==> config.mk <==
export PLATFORM = sky130hd
export DESIGN_NAME = comma_word_aligner
export DESIGN_NICKNAME = d
export VERILOG_FILES = /design/src/rtl/comma_align_pkg.sv /design/src/rtl/cw_search.sv /design/src/rtl/cw_align.sv /design/src/rtl/cw_phase_out.sv /design/src/rtl/comma_word_aligner.sv
export SDC_FILE = /design/constraint.sdc
export NUM_CORES = 1
export LEC_CHECK = 0
export CORE_MARGIN = 10
export CORE_UTILIZATION = 35
export CTS_CLUSTER_SIZE = 20
export DETAILED_ROUTE_END_ITERATION = 12
export PLACE_DENSITY = 0.54
export SLEW_MARGIN = 10
export SYNTH_ARGS = -nofsm -noshare
export SYNTH_HDL_FRONTEND = slang
export SYNTH_HIERARCHICAL = 1
export SYNTH_SLANG_ARGS = --single-unit
==> constraint.sdc <==
create_clock -name clk -period 3.3 [get_ports clk]
set_input_delay 0.825 -clock clk [delete_from_list [all_inputs] [get_ports clk]]
set_output_delay 0.825 -clock clk [all_outputs]
set_load 0.02 [all_outputs]
==> src/rtl/comma_align_pkg.sv <==
package comma_align_pkg;
  localparam int CW_W     = 10;
  localparam int CW_PAT_W = 7;
  localparam int CW_WIN_W = 2 * CW_W;
  localparam int CW_OFF_W = $clog2(CW_W);
  // bit 0 is received first: 0,0,1,1,1,1,1
  localparam logic [CW_PAT_W-1:0] CW_PAT = 7'b1111100;

  function automatic logic cw_is_comma(input logic [CW_W-1:0] w);
    return w[CW_PAT_W-1:0] == CW_PAT;
  endfunction

  function automatic logic [CW_W-1:0] cw_extract(input logic [CW_WIN_W-1:0] win,
                                                 input logic [CW_OFF_W-1:0] off);
    logic [CW_WIN_W-1:0] sh;
    sh = win >> off;
    return sh[CW_W-1:0];
  endfunction
endpackage

==> src/rtl/cw_search.sv <==
module cw_search
  import comma_align_pkg::*;
(
  input  logic [CW_WIN_W-1:0] win,
  output logic                hit,
  output logic [CW_OFF_W-1:0] hit_off
);
  logic [CW_W-1:0] match_vec;

  for (genvar k = 0; k < CW_W; k++) begin : g_tap
    assign match_vec[k] = cw_is_comma(win[k +: CW_W]);
  end

  assign hit = |match_vec;

  // lowest offset has priority
  always_comb begin
    hit_off = '0;
    for (int k = CW_W - 1; k >= 0; k--) begin
      if (match_vec[k]) hit_off = CW_OFF_W'(k);
    end
  end
endmodule

==> src/rtl/cw_align.sv <==
module cw_align
  import comma_align_pkg::*;
(
  input  logic            clk,
  input  logic            rst_n,
  input  logic [CW_W-1:0] rx_word,
  input  logic            det_en,
  output logic [CW_W-1:0] al_word,
  output logic            al_en
);
  logic [CW_W-1:0]     prev_q;
  logic [CW_OFF_W-1:0] shift_q;
  logic [CW_WIN_W-1:0] win;
  logic                hit;
  logic [CW_OFF_W-1:0] hit_off;
  logic                realign_evt;
  logic [CW_OFF_W-1:0] use_off;

  assign win = {rx_word, prev_q};

  cw_search u_search (
    .win     (win),
    .hit     (hit),
    .hit_off (hit_off)
  );

  assign realign_evt = det_en && hit;
  assign use_off     = realign_evt ? hit_off : shift_q;

  always_ff @(posedge clk) begin
    if (!rst_n) begin
      prev_q  <= '0;
      shift_q <= '0;
      al_word <= '0;
      al_en   <= 1'b0;
    end else begin
      prev_q  <= rx_word;
      if (realign_evt) shift_q <= hit_off;
      al_word <= cw_extract(win, use_off);
      al_en   <= det_en;
    end
  end

  // a realignment always frames a word holding the comma pattern
  assert_pattern_R1: assert property (@(posedge clk) disable iff (!rst_n)
    realign_evt |=> (al_word[1:0] == 2'b00 && al_word[6:2] == 5'b11111));

  // boundary frozen while detection is off
  assert_hold_R3: assert property (@(posedge clk) disable iff (!rst_n)
    !det_en |=> $stable(shift_q));
endmodule

==> src/rtl/cw_phase_out.sv <==
module cw_phase_out
  import comma_align_pkg::*;
(
  input  logic            clk,
  input  logic            rst_n,
  input  logic            full_rate,
  input  logic [CW_W-1:0] al_word,
  input  logic            al_en,
  output logic [CW_W-1:0] word_out,
  output logic            comma_flag,
  output logic            strb_a,
  output logic            strb_b
);
  logic [CW_W-1:0] dl_q;
  logic            den_q;
  logic            sel_q;   // 1: output taken from the one-word delay tap
  logic            ph_q;
  logic            ph_n;
  logic            sel_n;
  logic            lead_sw; // delay tap -> direct, drops one unflagged word
  logic            lag_sw;  // direct -> delay tap, repeats one unflagged word
  logic            cur_comma;
  logic            dl_comma;
  logic [CW_W-1:0] pick_w;
  logic            pick_en;

  assign ph_n      = ~ph_q;
  assign cur_comma = al_en && cw_is_comma(al_word);
  assign dl_comma  = den_q && cw_is_comma(dl_q);
  assign lead_sw   = sel_q && cur_comma && !dl_comma && ph_n;
  assign lag_sw    = !sel_q && cur_comma && !comma_flag && !ph_n;

  always_comb begin
    if (!full_rate)   sel_n = 1'b0;
    else if (lead_sw) sel_n = 1'b0;
    else if (lag_sw)  sel_n = 1'b1;
    else              sel_n = sel_q;
    pick_w  = sel_n ? dl_q  : al_word;
    pick_en = sel_n ? den_q : al_en;
  end

  always_ff @(posedge clk) begin
    if (!rst_n) begin
      dl_q       <= '0;
      den_q      <= 1'b0;
      sel_q      <= 1'b0;
      ph_q       <= 1'b0;
      word_out   <= '0;
      comma_flag <= 1'b0;
    end else begin
      dl_q       <= al_word;
      den_q      <= al_en;
      sel_q      <= sel_n;
      ph_q       <= ph_n;
      word_out   <= pick_w;
      comma_flag <= pick_en && cw_is_comma(pick_w);
    end
  end

  assign strb_b = full_rate ? ph_q  : 1'b1;
  assign strb_a = full_rate ? ~ph_q : 1'b0;

  // flag only ever marks a comma word
  assert_flag_word_R4: assert property (@(posedge clk) disable iff (!rst_n)
    comma_flag |-> (word_out[1:0] == 2'b00 && word_out[6:2] == 5'b11111));

  // strobes never stall in full-rate mode
  assert_toggle_R7: assert property (@(posedge clk) disable iff (!rst_n)
    ($past(rst_n) && full_rate && $past(full_rate)) |-> (strb_b != $past(strb_b)));

  // first comma of a run sits on the second strobe
  assert_phase_R8: assert property (@(posedge clk) disable iff (!rst_n)
    ($past(rst_n) && full_rate && $past(full_rate) && comma_flag && !$past(comma_flag))
      |-> strb_b);

  // half-rate mode always uses the direct path
  assert_half_direct_R10: assert property (@(posedge clk) disable iff (!rst_n)
    !full_rate |=> !sel_q);
endmodule

==> src/rtl/comma_word_aligner.sv <==
module comma_word_aligner
  import comma_align_pkg::*;
(
  input  logic            clk,
  input  logic            rst_n,
  input  logic [CW_W-1:0] rx_word,
  input  logic            det_en,
  input  logic            full_rate,
  output logic [CW_W-1:0] word_out,
  output logic            comma_flag,
  output logic            strb_a,
  output logic            strb_b
);
  logic [CW_W-1:0] al_word;
  logic            al_en;

  cw_align u_align (
    .clk     (clk),
    .rst_n   (rst_n),
    .rx_word (rx_word),
    .det_en  (det_en),
    .al_word (al_word),
    .al_en   (al_en)
  );

  cw_phase_out u_phase (
    .clk        (clk),
    .rst_n      (rst_n),
    .full_rate  (full_rate),
    .al_word    (al_word),
    .al_en      (al_en),
    .word_out   (word_out),
    .comma_flag (comma_flag),
    .strb_a     (strb_a),
    .strb_b     (strb_b)
  );
endmodule

==> flow_summary.ini <==
[logic_synthesis]
synth.most_common_cell = nand2_1
synth_warnings = 6
netlist_area_um2 = 2540
syn_nets = 292
synth_top_area_cell = dfxtp_1
synth-edff-count = 0
synthDistinctLibCells = 53
synth.top_cell.area_share = 0.387
synth_commonest_cells = nand2_1, dfxtp_1, mux2i_1
synthFlopType = dfxtp_1
synthCells = 278
synth_area_leaders = dfxtp_1, mux2i_1, nand2_1
ys_ff_latch = 49
ys_seq_area_frac = 0.387
avgSynthCellArea_um2 = 9.13
synthArstFlopShare = 0

[drt]
wl_mm = 6.68
avgViaCountPerCell = 5.06
drcViolationCount = 0
drtIter0Drc = 186
dr.pass1.iters = 4
post_drt_wl_per_cell_um = 15.0
ant_nets = 0
vias = 2253

[critical_path]
r2r_slack_ns = 0.24
path_max_fanout = 5
path_class = input port to flip-flop
cp.arrival_ns = 3.35
end_kind = flip-flop
start_kind = input port
r2r-start = u_align/prev_q[6]
rr_worst_depth = 10
required_ns = 3.49
r2r_end = u_align/al_word[1]

[final_layout]
drive_gt1_frac = 0.255
antenna-diode-count = 0
fillCellCount = 664
fin_util = 0.507
final_nets = 362
area_delta_synth_final_pct = 38.1
final-instance-count-excl-fill = 445

[global_route]
antenna_found_initial = 0
grt_usage = 0.117
grt_overflow_total = 0
grt_max_degree = 36
grt_pass1_wl_mm = 10.9
grt_pass1_vias = 2192

[power]
power_density_nw_per_um2 = 348
vdd_drop_max_mv = 0.222
leakage_uw = 0.00151
p_sw_uw = 286
switching_share = 0.235
p_int_uw = 932
pwr-share-seq = 0.518
clkPwrFrac = 0.365
comb_power_share = 0.117

[die]
dieArea_um2 = 11100
initial_core_util = 0.367
io_pins = 27
fp-row-count = 30
die_x_um = 105
die_h_um = 105
fp.coreArea_um2 = 6910

[placed_design]
gp_congestion = 0.896
place_hpwl_mm = 5.04
dp.cells = 427
io_buffers = 26

[clocking]
cts_tree = done
cts_htree_levels = 2
insertion_delay_ns = 0.30
cts_made_buffers = 5
clk_path_buf_depth = 2
cts_sinks = 49
cts_root_buf = clkbuf_8
cts.reportedPaths.clkPinSlew_ns = 0.08

[worst_hold_path]
hold_path_end = u_phase/dl_q[8]
hold_start = u_align/al_word[8]
min_path_cells = 2
min_path_type = flip-flop to flip-flop

[timing]
final-max-slew-violation-count = 0
tightest_slew_ns = 0.621
fmax_mhz = 316
setup_viol = 0
relSlewSlack = 0.582
skew_ns = 0.00762
fin_crit_sh = 0.958
min_period_ns = 3.16
hold_viol_final = 0

[outcome]
status = finished clean

[run]
drv_cap = 0
power by group through the flow:
stage | combinational [µW] | sequential, µW | clock [µW]
floorplan | 58.3 | 641 | 0
global placement | 127 | 643 | 0
detailed placement | 128 | 643 | 0
CTS | 133 | 629 | 453
global route | 156 | 634 | 475
finish | 143 | 631 | 444
per-layer routing:
layer  wire length, µm  track usage  vias up  share of wire
li1                  -            -     1139              -
met1              3240        0.161     1052           0.48
met2              3030        0.178       57           0.45
met3               363       0.0289        5          0.054
met4                47       0.0304        0         0.0070
met5                 0            0        -              0
layout by cell type (no fill, tap or decap), types with 4 or more instances in the layout:
| cell type | count |
|---|---|
| nand2_1 | 50 |
| dfxtp_1 | 49 |
| buf_4 | 39 |
| mux2i_1 | 24 |
| clkdlybuf4s50_1 | 22 |
| inv_1 | 19 |
| and2_1 | 16 |
| mux2i_2 | 11 |
| nand3_1 | 7 |
| clkbuf_8 | 6 |
| mux2i_4 | 6 |
| nor2_1 | 6 |
| a22oi_1 | 6 |
| a21oi_1 | 6 |
| nand4_1 | 5 |
| dlymetal6s2s_1 | 4 |
| a32oi_1 | 4 |
| nor2b_1 | 4 |
| buf_6 | 4 |
state kept, by name, summed over array words and instances (netlist names), 4 cells and up:
signal            flops
u_phase/dl_q         10
u_phase/word_out     10
u_align/al_word      10
u_align/prev_q       10
u_align/shift_q       4
final cells by class:
| class | count | area [µm²] | area share |
|---|---|---|---|
| multi-input cells | 202 | 1560 | 0.446 |
| flip-flops and latches | 49 | 981 | 0.280 |
| repair buffers | 71 | 648 | 0.185 |
| well taps | 96 | 120 | 0.0343 |
| clock buffers | 6 | 82.6 | 0.0236 |
| inverters | 19 | 71.3 | 0.0204 |
| clock inverters | 2 | 37.5 | 0.0107 |
worst max-delay path by stage:
stage	from	slack, ns	to
global route	rx_word[4]	-0.009	u_align/al_word[2]
floorplan	rx_word[0]	0.25	u_align/al_word[6]
finish	rx_word[4]	0.14	u_align/al_word[1]
global placement	rx_word[0]	-0.41	u_align/al_word[0]
CTS	rx_word[0]	0.01	u_align/al_word[1]
detailed placement	rx_word[0]	-0.46	u_align/al_word[0]
worst max-delay path, cell delays in order:
cell	delay, ns
clkdlybuf4s50_1	0.48
nand4_1	0.14
or3_4	0.41
nand4bb_1	0.19
buf_4	0.15
and3_1	0.17
a21o_2	0.20
mux4_2	0.53
a22oi_1	0.17
o21ai_1	0.08
cells by family after synthesis:
family,Yosys count,synth area share
compound gates,43,0.130
mux,43,0.184
flops,49,0.387
simple gates,115,0.247
buf+inv,28,0.0523
metrics by stage:
stage / power (µW) / hold slack [ns] / cell area (µm²) / setup TNS [ns] / setup WS (ns)
floorplan: 699 / 0.403 / 2540 / 0 / 0.248
detailed placement: 770 / 0.419 / 3150 / -3.59 / -0.465
finish: 1220 / 0.447 / 3500 / 0 / 0.138
CTS: 1220 / 0.452 / 3350 / 0 / 0.0125
global placement: 770 / 0.425 / 3150 / -3.13 / -0.413
global route: 1270 / 0.472 / 3500 / -0.00862 / -0.00862
repair_timing:
action | in CTS | in global routing
buffers inserted | 2 | 7
resized for setup | 10 | 25
setup endpoints to repair | 8 | 10
gates cloned | 1 | 0
hold buffers | 0 | 0
pin swaps | 1 | 9
(Power assumes the default switching activity.)
